<file path="src/rtl/rx_tap_pkg.sv">
package rx_tap_pkg;

  localparam int unsigned BYTE_W = 8;
  localparam int unsigned CRC_W  = 32;

  // One byte through a reflected CRC, least significant bit first.
  function automatic logic [CRC_W-1:0] crc_step_byte(
    input logic [CRC_W-1:0]  state,
    input logic [BYTE_W-1:0] din,
    input logic [CRC_W-1:0]  poly_rev
  );
    logic [CRC_W-1:0] s;
    logic             fb;
    s = state;
    for (int b = 0; b < BYTE_W; b++) begin
      fb = s[0] ^ din[b];
      s  = s >> 1;
      if (fb) s = s ^ poly_rev;
    end
    return s;
  endfunction

endpackage

</file>
<file path="src/rtl/rx_tap_count.sv">
module rx_tap_count #(
  parameter int unsigned DA_BYTES = 6
) (
  input  logic clk,
  input  logic rst_n,
  input  logic sop_i,
  input  logic dvalid_i,
  output logic start_o,
  output logic cont_o,
  output logic strobe_o
);

  localparam int unsigned CW   = $clog2(DA_BYTES + 2);
  localparam logic [CW-1:0] IDLE = CW'(DA_BYTES + 1);
  localparam logic [CW-1:0] LAST = CW'(DA_BYTES);
  localparam logic [CW-1:0] ONE  = CW'(1);

  logic [CW-1:0] cnt_q, cnt_d;
  logic          cnt_en;

  always_comb begin
    start_o  = sop_i & dvalid_i;
    cont_o   = dvalid_i & ~sop_i & (cnt_q < LAST);
    strobe_o = dvalid_i & ~sop_i & (cnt_q == LAST);
    cnt_en   = start_o | (dvalid_i & (cnt_q <= LAST));
    cnt_d    = start_o ? ONE : cnt_q + ONE;
  end

  always_ff @(posedge clk or negedge rst_n) begin
    if (!rst_n) begin
      cnt_q <= IDLE;
    end else if (cnt_en) begin
      cnt_q <= cnt_d;
    end
  end


  restart_one_chk: assert property (@(posedge clk) disable iff (!rst_n)
    start_o |=> (cnt_q == ONE));


  cnt_range_chk: assert property (@(posedge clk) disable iff (!rst_n)
    (cnt_q != '0) && (cnt_q <= IDLE));

endmodule

</file>
<file path="src/rtl/rx_tap_crc.sv">
module rx_tap_crc
  import rx_tap_pkg::*;
#(
  parameter int unsigned      HASH_W   = 9,
  parameter logic [CRC_W-1:0] POLY_REV = 32'hEDB88320
) (
  input  logic              clk,
  input  logic              rst_n,
  input  logic              start_i,
  input  logic              upd_i,
  input  logic [BYTE_W-1:0] data_i,
  output logic [HASH_W-1:0] hash_o
);

  localparam logic [CRC_W-1:0] PRESET = '1;

  logic [CRC_W-1:0] crc_q, crc_d, crc_base;
  logic             crc_en;

  always_comb begin
    crc_base = start_i ? PRESET : crc_q;
    crc_en   = start_i | upd_i;
    crc_d    = crc_step_byte(crc_base, data_i, POLY_REV);
  end

  always_ff @(posedge clk or negedge rst_n) begin
    if (!rst_n) begin
      crc_q <= PRESET;
    end else if (crc_en) begin
      crc_q <= crc_d;
    end
  end

  assign hash_o = crc_q[CRC_W-1 -: HASH_W];


  crc_frozen_chk: assert property (@(posedge clk) disable iff (!rst_n)
    !(start_i || upd_i) |=> $stable(crc_q));

endmodule

</file>
<file path="src/rtl/rx_tap_class.sv">
module rx_tap_class
  import rx_tap_pkg::*;
(
  input  logic              clk,
  input  logic              rst_n,
  input  logic              start_i,
  input  logic              upd_i,
  input  logic [BYTE_W-1:0] data_i,
  output logic              bcast_o,
  output logic              mcast_o
);

  logic bc_q, bc_d, mc_q, mc_d;
  logic all_ones;

  always_comb begin
    all_ones = &data_i;
    bc_d     = bc_q;
    mc_d     = mc_q;
    if (start_i) begin
      bc_d = all_ones;
      mc_d = data_i[0];
    end else if (upd_i) begin
      bc_d = bc_q & all_ones;
    end
  end

  always_ff @(posedge clk or negedge rst_n) begin
    if (!rst_n) begin
      bc_q <= 1'b0;
      mc_q <= 1'b0;
    end else if (start_i || upd_i) begin
      bc_q <= bc_d;
      mc_q <= mc_d;
    end
  end

  assign bcast_o = bc_q;
  assign mcast_o = mc_q;


  mcast_hold_chk: assert property (@(posedge clk) disable iff (!rst_n)
    !start_i |=> $stable(mc_q));

endmodule

</file>
<file path="src/rtl/rx_da_hash_tap.sv">
module rx_da_hash_tap
  import rx_tap_pkg::*;
#(
  parameter int unsigned      DA_BYTES = 6,
  parameter int unsigned      HASH_W   = 9,
  parameter logic [CRC_W-1:0] POLY_REV = 32'hEDB88320
) (
  input  logic              clk,
  input  logic              rst_n,
  input  logic              sop_i,
  input  logic              dvalid_i,
  input  logic [BYTE_W-1:0] data_i,
  output logic [HASH_W-1:0] hash_o,
  output logic              bcast_o,
  output logic              mcast_o,
  output logic              byte7_o
);

  logic start_w, cont_w, strobe_w;

  rx_tap_count #(.DA_BYTES(DA_BYTES)) u_count (
    .clk      (clk),
    .rst_n    (rst_n),
    .sop_i    (sop_i),
    .dvalid_i (dvalid_i),
    .start_o  (start_w),
    .cont_o   (cont_w),
    .strobe_o (strobe_w)
  );

  rx_tap_crc #(.HASH_W(HASH_W), .POLY_REV(POLY_REV)) u_crc (
    .clk     (clk),
    .rst_n   (rst_n),
    .start_i (start_w),
    .upd_i   (cont_w),
    .data_i  (data_i),
    .hash_o  (hash_o)
  );

  rx_tap_class u_class (
    .clk     (clk),
    .rst_n   (rst_n),
    .start_i (start_w),
    .upd_i   (cont_w),
    .data_i  (data_i),
    .bcast_o (bcast_o),
    .mcast_o (mcast_o)
  );

  assign byte7_o = strobe_w;


  strobe_single_chk: assert property (@(posedge clk) disable iff (!rst_n)
    byte7_o |=> !byte7_o);


  hash_hold_chk: assert property (@(posedge clk) disable iff (!rst_n)
    byte7_o |=> $stable(hash_o));


  idle_hold_chk: assert property (@(posedge clk) disable iff (!rst_n)
    !dvalid_i |=> ($stable(hash_o) && $stable(bcast_o) && $stable(mcast_o)));


  bcast_group_chk: assert property (@(posedge clk) disable iff (!rst_n)
    (byte7_o && bcast_o) |-> mcast_o);


  no_strobe_on_sop_chk: assert property (@(posedge clk) disable iff (!rst_n)
    sop_i |-> !byte7_o);

endmodule

</file>
<file path="config.mk">
export PLATFORM = sky130hd
export DESIGN_NAME = rx_da_hash_tap
export DESIGN_NICKNAME = d
export VERILOG_FILES = /design/src/rtl/rx_tap_pkg.sv /design/src/rtl/rx_tap_count.sv /design/src/rtl/rx_tap_crc.sv /design/src/rtl/rx_tap_class.sv /design/src/rtl/rx_da_hash_tap.sv
export SDC_FILE = /design/constraint.sdc
export NUM_CORES = 1
export LEC_CHECK = 0
export BUFFER_PORTS_ARGS = -buffer_cell sky130_fd_sc_hd__clkbuf_2
export CORE_UTILIZATION = 50
export DETAILED_ROUTE_END_ITERATION = 6
export PLACE_DENSITY = 0.75
export SETUP_SLACK_MARGIN = 0.2
export SYNTH_ARGS = -nofsm -noshare
export SYNTH_HDL_FRONTEND = slang
export SYNTH_SLANG_ARGS = --single-unit
</file>
<file path="constraint.sdc">
create_clock -name clk -period 2.2 [get_ports clk]
set_input_delay 0.11 -clock clk [delete_from_list [all_inputs] [get_ports clk]]
set_output_delay 0.11 -clock clk [all_outputs]
set_load 0.02 [all_outputs]
</file>
==> reports/results.ini, run 1 <==
[status]
status=finished, final reports clean

[timing]
setup_viol=0
tightestPinTransition_ps=774
post-route-period-util_pct=92.3
fmax_mhz=492
hold_viol=0
grt_setup_unrepaired=yes
maxSlewViolCount=0
clock_skew_ps=6.15
fin_crit_ps=2030
finalSetupTns_ps=0
relSlewSlack_pct=48.4

[grt]
overflow=0
track_usage_pct=24.3
antenna_found_initial=0
grt_pass1_wl_mm=11.3
grt_max_degree=32
grt_pass1_vias=2242

[routing]
dr.pass1.iters=4
drc_errors=0
vias=2359
drt_wl_total_mm=7.17
via_per_inst=5.63
drtIter0Drc=172
wl_per_cell_um=17.1
drtAntennaViolNets=0

[synth]
synth.largest_area_cell=dfstp_2
synth_xor_area_share_pct=27.3
muxShareOfSynthArea_pct=0
synthCells=318
synth-seq-cells=37
synthesis.area_um2=2860
synth-simple-area-share_pct=13.9
synth_top_family_by_area=XOR/XNOR gates
synth_warnings=0
synth-compound-area-share_pct=17.0
avgSynthCellArea_um2=8.98
synth_adder_area_share_pct=0.876
syn-num-nets=332
synthTopCellsByArea=dfstp_2, xnor2_1, a21oi_1, nor2_1, xnor2_4
synth_top_area_share_pct=32.2
ys_seq_area_share_pct=34.0
synth.distinct_cells=41

[setup_path]
crit_fanout=4
cp.required_ps=2400
crit_path_end_kind=flip-flop
cp_top_family=XOR/XNOR gates
worstPathArrival_ps=2240
crit_chain=a21oi_2 > xnor2_4 > xnor3_2 > xor2_1 > and4b_1 > a41oi_1 > nand4_1
cp-start-kind=flip-flop
critPathBufInv=0
slowest_delay_ps=570
slowest_stage=dfstp_2
critical_path_class=flip-flop to flip-flop

[floorplan]
coreArea_um2=5510
dieHeight_um=77.6
die_w_um=77.6
row_count=27
initial_core_util_pct=51.9
die-area_um2=6020
io_pins=24

[job]
drv_cap=0

[cts]
path_clk_slew_ps=70
h-tree-depth=2
clk_latency_ps=290
cts_tree=built
clock_sinks=37
clockBufferDepth=2
cts_made_buffers=5
root_buffer=clkbuf_8

[final_layout]
ff_latch_area_um2=970
multi_input_comb_area_um2=1790
area_growth_pct=18.3
antenna_cells=0
fin_nets=360
drive_gt1_share_pct=35.7
nFillCells=437

[min_path]
hold_class=input pin to flip-flop

[placed_design]
numPortBuffers=23
dp_hpwl_mm=4.73
gp_congestion=0.830

## worst reg2reg max path, stage by stage (launching register included)
cell	delay, ps
dfstp_2	570
a21oi_2	70
xnor2_4	170
xnor3_2	420
xor2_1	200
and4b_1	190
a41oi_1	200
nand4_1	130
## routing by layer
layer / global-route usage, % / part of all wire, %
met3: 4.24 / 4.1
met4: 8.11 / 1.7
met5: 0 / 0
met2: 40.6 / 53
met1: 31.7 / 42
## layout make-up
class | count | area share (%)
timing repair buffer | 54 | 11.3
sequential | 37 | 28.7
clock buffer | 7 | 2.56
inverter | 7 | 0.778
clock inverter | 1 | 0.889
tap | 72 | 2.67
multi-input combinational | 241 | 53.1
## logic make-up (layout without fill, tap and decap cells)
kind of cell               count (synthesis)  in the layout
adders and majority gates                  2              2
AOI/OAI and AO/OA                         81             81
and+or+nand+nor                           90             90
xor gates and xnor gates                  68             68
DFF                                       37             37
buffers and inverters                     40             69
## through the flow
stage	area (um2)	util, %	setup slack [ps]	hold WS, ps	cells
final	3380	61.3	169	81.0	419
after CTS	3230	58.7	184	79.0	412
after global routing	3380	61.3	98.3	86.0	419
after detailed placement	2990	54.3	135	211	393
after global placement	2990	54.3	151	202	393
after floorplan	2860	-	210	-186	318
## cell usage after synthesis, drive strengths merged
cell and instances:
nor4bb 1, nand4 3, nand2 21, o311ai 1
a31o 1, and2 3, a21oi 43, ha 2
xor2 15, dfrtp 2, inv 7, o22ai 10
nor3 8, nand3 5, o211ai 3, a22oi 2
xnor2 51, o21ai 9, o22a 7, a41oi 1
a32oi 1, buf 19, nand2b 2, nor2 46
o2bb2ai 2, dfstp 35, clkbuf 14, and4b 1
a21o 1, xnor3 2
## state kept, by name, summed over array words and instances (netlist names)
name,cells
u_class.bcast_o,1
u_count.cnt_q,3
u_class.mcast_o,1
u_crc.crc_q,32
## final timing paths
check | start | to | slack, ps | depth (start not counted)
worst max-delay path | u_crc.crc_q[5] | u_crc.crc_q[19] | 170 | 7
worst min-delay path | sop_i | u_count.cnt_q[1] | 80 | 2
worst max register to register | u_crc.crc_q[5] | u_crc.crc_q[19] | 170 | 7
worst min register to register | u_class.mcast_o | u_class.mcast_o | 490 | 2
max in group asynchronous | rst_n | u_crc.crc_q[4] | 1070 | 3
min in group asynchronous | rst_n | u_class.mcast_o | 440 | 2
## timing repair
action / 4_1_cts / 5_1_grt
hold buffers: 1 / 0
gates resized for setup: 2 / 14
pin swaps: 3 / 11
buffers inserted: 10 / 7
endpoints found under the setup margin: 3 / 14
hold endpoints to repair: 2 / 0
## cell usage in the layout, fill, tap and decap left out, types with 2 or more instances in the layout
cell type  instances
buf_6              2
o22ai_1           10
nor2_2             2
xnor2_4            6
xor2_4             3
nor3_1             8
xor2_1             9
a21oi_1           41
inv_1              7
nand4_1            3
o211ai_1           3
and2_1             2
xnor2_1           38
clkbuf_2          23
nor2_1            43
a22oi_1            2
buf_4             26
dfrtp_1            2
o22a_1             7
ha_1               2
a21oi_2            2
xnor2_2            7
buf_12             2
dfstp_2           35
o21ai_0            8
clkbuf_8           6
nand2b_1           2
xor2_2             3
nand2_1           20
nand3_1            5
Power of run 1 is left out: the tool's default activity adds up to more than one toggle a clock period on the data nets, which glitch-free logic cannot reach.
==> run 2, diff against run 1 <==
--- a/config.mk
+++ b/config.mk
@@ -5,11 +5,12 @@
 export SDC_FILE = /design/constraint.sdc
 export NUM_CORES = 1
 export LEC_CHECK = 0
-export BUFFER_PORTS_ARGS = -buffer_cell sky130_fd_sc_hd__clkbuf_2
 export CORE_UTILIZATION = 50
 export DETAILED_ROUTE_END_ITERATION = 6
-export PLACE_DENSITY = 0.75
+export DONT_BUFFER_PORTS = 1
+export PLACE_DENSITY = 0.72
 export SETUP_SLACK_MARGIN = 0.2
 export SYNTH_ARGS = -nofsm -noshare
 export SYNTH_HDL_FRONTEND = slang
+export SYNTH_HIERARCHICAL = 1
 export SYNTH_SLANG_ARGS = --single-unit
==> run 2 against run 1 <==
Effect of this change:
- area after synthesis increased by 0.83%
- final cell count decreased by 7.9%
- fmax increased by 2.8%
- critical path depth decreased by 1
- clock-buffer cell count decreased by 1
- worst hold slack got worse by 46 ps
- die area increased by 0.81%
- sequential share of layout area increased by 1.0 points
- first-iteration DRC count decreased by 34%
- highest routed layer unchanged
==> reports/results.ini, run 2 <==
[final_layout]
mostFrequentLayoutCell=xnor2_1  ; was nor2_1
largestRegisters=u_crc/crc_q (32), u_count/cnt_q (3)  ; was u_crc.crc_q (32), u_count.cnt_q (3)
area_growth_pct=13.2  ; was 18.3%
largest_reg_flops=32  ; unchanged
antenna_cells=0  ; unchanged
nFillCells=485  ; was 437
final_cell_mix=xnor2_1, nor2_1, dfstp_2, a21oi_1, buf_4  ; was nor2_1, a21oi_1, xnor2_1, dfstp_2, buf_4
fin_nets=327  ; was 360
top_register=u_crc/crc_q  ; was u_crc.crc_q
utilization_pct=58.8  ; was 61.3%
fin_cells=386  ; was 419
drive_gt1_share_pct=30.6  ; was 35.7%

[floorplan]
initial_core_util_pct=52.0  ; was 51.9%
die_w_um=77.9  ; was 77.6 um
row_count=27  ; unchanged
io_pins=24  ; unchanged
coreArea_um2=5540  ; was 5510 um2
dieHeight_um=77.9  ; was 77.6 um
die-area_um2=6070  ; was 6020 um2

[status]
status=finished, final reports clean  ; unchanged

[timing]
layout_setup_ws_ps=224  ; was 169 ps
post-route-period-util_pct=89.8  ; was 92.3%
timing.hold.ws_ps=35.0  ; was 81.0 ps
tightestPinTransition_ps=727  ; was 774 ps
grt_setup_unrepaired=yes  ; unchanged
fin_crit_ps=1980  ; was 2030 ps
maxSlewViolCount=0  ; unchanged
finalSetupTns_ps=0  ; unchanged
hold_viol=0  ; unchanged
relSlewSlack_pct=51.5  ; was 48.4%
setup_viol=0  ; unchanged
clock_skew_ps=5.29  ; was 6.15 ps
fmax_mhz=506  ; was 492 MHz

[routing]
drtAntennaViolNets=0  ; unchanged
met3_length_um=507  ; was 291 um
drtIter0Drc=113  ; was 172
met2_length_mm=3.34  ; was 3.77 mm
vias=2120  ; was 2359
via_per_inst=5.49  ; was 5.63
wl_per_cell_um=17.7  ; was 17.1 um
maxUsedRoutingLayer=met4  ; unchanged
drt_wl_total_mm=6.85  ; was 7.17 mm
drc_errors=0  ; unchanged
dr.pass1.iters=5  ; was 4
wl_met1_mm=2.87  ; was 2.98 mm

[min_path]
hold_class=input pin to flip-flop  ; unchanged
hold_depth=3  ; was 2

[synth]
ys_async_sr_fraction_pct=100  ; unchanged
syn-num-nets=314  ; was 332
synth.distinct_cells=43  ; was 41
synthTopCellsByArea=dfstp_2, xnor2_1, nor2_1, xnor3_1, a21oi_1  ; was dfstp_2, xnor2_1, a21oi_1, nor2_1, xnor2_4
synth-edff-count=0  ; unchanged
synth.largest_area_cell=dfstp_2  ; unchanged
synthesis.area_um2=2880  ; was 2860 um2
synth_warnings=6  ; was 0
synth_most_common_cell=xnor2_1  ; was nor2_1
synth-seq-cells=37  ; unchanged
ys_seq_area_share_pct=33.7  ; was 34.0%
avgSynthCellArea_um2=9.60  ; was 8.98 um2
synth_top_area_share_pct=31.9  ; was 32.2%
synthCells=300  ; was 318
yosys-top-cells-count=xnor2_1, nor2_1, dfstp_2  ; was nor2_1, a21oi_1, xnor2_1
synth_ff_type=dfstp_2  ; unchanged

[setup_path]
crit_cells=6  ; was 7
cp-start-kind=flip-flop  ; unchanged
cp_top_family=XOR/XNOR gates  ; unchanged
slowest_stage=dfstp_2  ; unchanged
reg2reg_depth=6  ; was 7
slowest_delay_ps=610  ; was 570 ps
crit_fanout=5  ; was 4
worstPathArrival_ps=2200  ; was 2240 ps
critPathBufInv=0  ; unchanged
crit_chain=xnor2_1 > nor2_2 > xnor3_2 > xnor2_1 > a31oi_1 > o22a_1  ; was a21oi_2 > xnor2_4 > xnor3_2 > xor2_1 > and4b_1 > a41oi_1 > nand4_1
critical_path_class=flip-flop to flip-flop  ; unchanged
crit_path_end_kind=flip-flop  ; unchanged
cp.required_ps=2430  ; was 2400 ps
crit_top_cell=xnor2_1

[pwr]
ir_drop_mv=1.01
power_density_nw_per_um2=1980
power.leakage_nw=1.31

[placed_design]
dp_hpwl_mm=4.67  ; was 4.73 mm
place_ws_ps=137  ; was 135 ps
numPortBuffers=0  ; was 23
dp_cells=358  ; was 393
gp_congestion=0.845  ; was 0.830

[cts]
path_clk_slew_ps=70  ; about the same
clk_latency_ps=300  ; was 290 ps
cts_made_buffers=5  ; unchanged
clockBufferDepth=2  ; unchanged
clock_sinks=37  ; unchanged
root_buffer=clkbuf_8  ; unchanged
cts_tree=built  ; unchanged
h-tree-depth=2  ; unchanged

[job]
drv_cap=0  ; unchanged

[grt]
antenna_found_initial=0  ; unchanged
grt_pass1_wl_mm=11.0  ; was 11.3 mm
track_usage_pct=24.3  ; about the same
grt_pass1_vias=2096  ; was 2242
overflow=0  ; unchanged
grt_max_degree=38  ; was 32

[run 2: cell type report]
class	instances	area, um2	area share [%]
Clock inverter	2	10.0	0.307
Sequential cell	37	970	29.8
Timing Repair Buffer	33	290	8.91
Tap cell	72	90.1	2.76
Inverter	9	33.8	1.04
Clock buffer	6	72.6	2.23
Multi-Input combinational cell	227	1790	55.0
[run 2: timing repair]
item | 4_1_cts | 5_1_grt
endpoints found under the setup margin | 5 | 18
buffers inserted | 2 | 10
hold endpoints to repair | 44 | 0
gates resized for setup | 1 | 13
pin swaps | 0 | 5
hold buffers | 8 | 0
[run 2: worst min-delay path: stages]
cell	delay (ps)
nand2_1	30
o22ai_1	100
a21oi_1	90
[run 2: routing by layer]
| metal | global-route usage [%] | vias up |
|---|---|---|
| met2 | 39.3 | 75 |
| met4 | 10.4 | 0 |
| met5 | 0 | - |
| li1 | - | 1009 |
| met1 | 31.1 | 1027 |
| met3 | 5.76 | 9 |
[run 2: path summary, 6_finish.rpt]
check                                   endpoint              from  slack (ps)
worst max-delay path             u_crc/crc_q[16]    u_crc/crc_q[3]         220
worst min-delay path             u_crc/crc_q[11]         data_i[3]          40
worst max register to register   u_crc/crc_q[16]    u_crc/crc_q[3]         220
worst min register to register  u_count/cnt_q[0]  u_count/cnt_q[0]         500
max in group asynchronous        u_crc/crc_q[23]             rst_n        1680
min in group asynchronous        u_class/mcast_o             rst_n         260
[run 2: cell families (layout without fill, tap and decap cells)]
| kind of cell | Yosys count | after routing | share of synthesized area [%] |
|---|---|---|---|
| adders and majority gates | 2 | 2 | 0.869 |
| buffers and inverters | 36 | 50 | 7.00 |
| and+or+nand+nor | 78 | 78 | 12.1 |
| DFF | 37 | 37 | 33.7 |
| xor gates and xnor gates | 79 | 79 | 32.3 |
| AOI/OAI and AO/OA | 67 | 67 | 13.6 |
| muxes | 1 | 1 | 0.391 |
[run 2: through the flow]
stage | cell area (um2) | power, mW
after detailed placement | 2920 | 5.44
after global routing | 3260 | 6.92
final | 3260 | 6.45
after CTS | 3110 | 6.02
after global placement | 2920 | 5.38
after floorplan | 2880 | 4.78
[run 2: report_power, final]
| part | switching [mW] | internal [mW] |
|---|---|---|
| clock | 0.251 | 0.220 |
| combinational | 1.95 | 2.30 |
| sequential | 0.475 | 1.26 |
No activity file was read; power rests on OpenSTA's default activity.
==> run 3, diff against run 2 <==
--- a/config.mk
+++ b/config.mk
@@ -5,10 +5,10 @@
 export SDC_FILE = /design/constraint.sdc
 export NUM_CORES = 1
 export LEC_CHECK = 0
-export CORE_UTILIZATION = 50
+export CORE_UTILIZATION = 23
 export DETAILED_ROUTE_END_ITERATION = 6
 export DONT_BUFFER_PORTS = 1
-export PLACE_DENSITY = 0.72
+export PLACE_DENSITY = 0.41
 export SETUP_SLACK_MARGIN = 0.2
 export SYNTH_ARGS = -nofsm -noshare
 export SYNTH_HDL_FRONTEND = slang
==> run 3 against run 2 <==
Effect of this change:
- first-iteration DRC count fell by 13%
- via count rose by 2.6%
- worst hold slack got worse by 19 ps
- register-to-register slack got worse by 40 ps
- fmax fell by 1.8%
- global-route usage fell by 11 points
- cell area rose by 11%
- utilization fell by 29 points
- sequential power fell by 2%
- wire length rose by 19%
- critical endpoint is now u_crc/crc_q[21]
==> reports/results.ini, run 3 (synthesized netlist as in run 2, its figures left out) <==
[status]
status=finished, final reports clean  ; unchanged

[cts]
h-tree-depth=2  ; unchanged
root_buffer=clkbuf_16  ; was clkbuf_8
clk_latency_ps=280  ; was 300 ps
clock_sinks=37  ; unchanged
cts_tree=built  ; unchanged
cts_made_buffers=5  ; unchanged
clockBufferDepth=2  ; unchanged
path_clk_slew_ps=60  ; was 70 ps

[setup_path]
cp.required_ps=2410  ; was 2430 ps
crit_fanout=4  ; was 5
cp-start-kind=flip-flop  ; unchanged
crit_path_end_kind=flip-flop  ; unchanged
regToRegSetupSlack_ps=190  ; was 220 ps
reg2reg_depth=6  ; unchanged
worstPathArrival_ps=2230  ; was 2200 ps
crit_end=u_crc/crc_q[21]  ; was u_crc/crc_q[16]
critical_path_class=flip-flop to flip-flop  ; unchanged
r2r_start=u_crc/crc_q[1]  ; was u_crc/crc_q[3]
reg2reg_to=u_crc/crc_q[21]  ; was u_crc/crc_q[16]
startpoint=u_crc/crc_q[1]  ; was u_crc/crc_q[3]

[final_layout]
antenna_cells=0  ; unchanged
drive_gt1_share_pct=34.1  ; was 30.6%
utilization_pct=29.9  ; was 58.8%
largest_reg_flops=32  ; unchanged
top_register=u_crc/crc_q  ; unchanged
mostFrequentLayoutCell=nor2_1  ; was xnor2_1
nFillCells=1306  ; was 485
ff_latch_area_um2=970  ; unchanged
multi_input_comb_area_um2=1820  ; was 1790 um2
area_growth_pct=25.9  ; was 13.2%
fin_nets=347  ; was 327
final_cell_mix=nor2_1, buf_4, xnor2_1, dfstp_2, a21oi_1  ; was xnor2_1, nor2_1, dfstp_2, a21oi_1, buf_4
largestRegisters=u_crc/crc_q (32), u_count/cnt_q (3)  ; unchanged

[routing]
drtIter0Drc=98  ; was 113
vias=2175  ; was 2120
dr.pass1.iters=4  ; was 5
wl_per_cell_um=16.3  ; was 17.7 um
via_per_inst=4.33  ; was 5.49
drtAntennaViolNets=0  ; unchanged
drc_errors=0  ; unchanged
drt_wl_total_mm=8.17  ; was 6.85 mm

[timing]
grt_setup_unrepaired=yes  ; unchanged
maxSlewViolCount=0  ; unchanged
relSlewSlack_pct=70.9  ; was 51.5%
fmax_mhz=497  ; was 506 MHz
setup_viol=0  ; unchanged
clock_skew_ps=5.27  ; was 5.29 ps
hold_viol=0  ; unchanged
layout_setup_ws_ps=187  ; was 224 ps
fin_crit_ps=2010  ; was 1980 ps
post-route-period-util_pct=91.5  ; was 89.8%
timing.hold.ws_ps=15.9  ; was 35.0 ps
tightestPinTransition_ps=434  ; was 727 ps
finalSetupTns_ps=0  ; unchanged

[floorplan]
die_w_um=114  ; was 77.9 um
coreArea_um2=12100  ; was 5540 um2
die-area_um2=13000  ; was 6070 um2
dieHeight_um=114  ; was 77.9 um
io_pins=24  ; unchanged
initial_core_util_pct=23.8  ; was 52.0%
row_count=40  ; was 27

[grt]
grt_pass1_wl_mm=12.6  ; was 11.0 mm
grt_max_degree=38  ; unchanged
track_usage_pct=13.3  ; was 24.3%
overflow=0  ; unchanged
antenna_found_initial=0  ; unchanged
grt_pass1_vias=2112  ; was 2096

[pwr]
power.share.clock_pct=9.9  ; was 7.3%
p_sw_mw=2.87  ; was 2.68 mW
power.leakage_nw=1.47  ; was 1.31 nW
comb_power_share_pct=66.4  ; was 65.8%
p_int_mw=4.32  ; was 3.78 mW
seqPwrFrac_pct=23.7  ; was 26.9%
swShare_pct=39.9  ; was 41.5%
power_density_nw_per_um2=1980  ; about the same
ir_drop_mv=0.482  ; was 1.01 mV

[min_path]
hold_class=input pin to flip-flop  ; unchanged
worstHoldStart=dvalid_i  ; was data_i[3]

[placed_design]
dp_hpwl_mm=5.63  ; was 4.67 mm
numPortBuffers=0  ; unchanged
gp_congestion=0.764  ; was 0.845
place_ws_ps=66.2  ; was 137 ps

[job]
drv_cap=0  ; unchanged

run 3: cell types whose count changed in the layout (fill, tap and decap cells not counted), sizes merged:
cell    delta
buf       +20
clkbuf     +2
clkinv     -2
run 3: worst min path at each step:
stage	endpoint	slack, ps	cells past startpoint
final	u_count/cnt_q[2]	20	2
after global routing	u_crc/crc_q[11]	40	3
after CTS	u_count/cnt_q[2]	10	2
after detailed placement	u_class/bcast_o	-180	0
after global placement	u_class/bcast_o	-180	0
after floorplan	u_class/bcast_o	-190	0
run 3: layer usage:
layer | part of all wire (%) | vias to the layer above | routed length [um] | GRT usage, %
met5 | 0 | - | 0 | 0
met3 | 4.8 | 7 | 393 | 4.04
li1 | - | 1052 | - | -
met2 | 47 | 36 | 3820 | 20.4
met1 | 47 | 1080 | 3840 | 17.7
met4 | 1.5 | 0 | 119 | 4.59
run 3: stage by stage:
stage,instance area [um2],power [mW],std cells
after floorplan,2880,4.78,300
after global routing,3620,7.70,502
after global placement,3090,5.66,461
after detailed placement,3090,5.67,461
after CTS,3420,6.74,486
final,3620,7.19,502
run 3: repair_timing:
| action | CTS | global route |
|---|---|---|
| pin swaps | 4 | 16 |
| hold buffers | 8 | 0 |
| gates resized for setup | 4 | 10 |
| hold endpoints to repair | 43 | 0 |
| buffers inserted | 9 | 16 |
| setup endpoints to repair | 6 | 13 |
run 3: final cells by class:
type / instances / share of cell area, %
Inverter: 9 / 0.932
Clock buffer: 8 / 3.76
Tap cell: 168 / 5.80
Sequential cell: 37 / 26.8
Timing Repair Buffer: 53 / 12.6
Multi-Input combinational cell: 227 / 50.1
run 3: critical path, stage by stage, from the launching register on:
cell and delay (ps):
dfstp_2 630, xnor2_1 170, nor2_2 100, xnor2_4 290, xnor3_1 410, buf_4 150
o22a_1 200
run 3: power groups by stage:
stage,clock network (mW),registers (mW),logic (mW)
2_1_floorplan,0,1.45,3.34
3_5_place_dp,0,1.73,3.94
5_1_grt,0.767,1.77,5.16
3_3_place_gp,0,1.73,3.92
4_1_cts,0.742,1.71,4.28
6_report,0.715,1.70,4.77
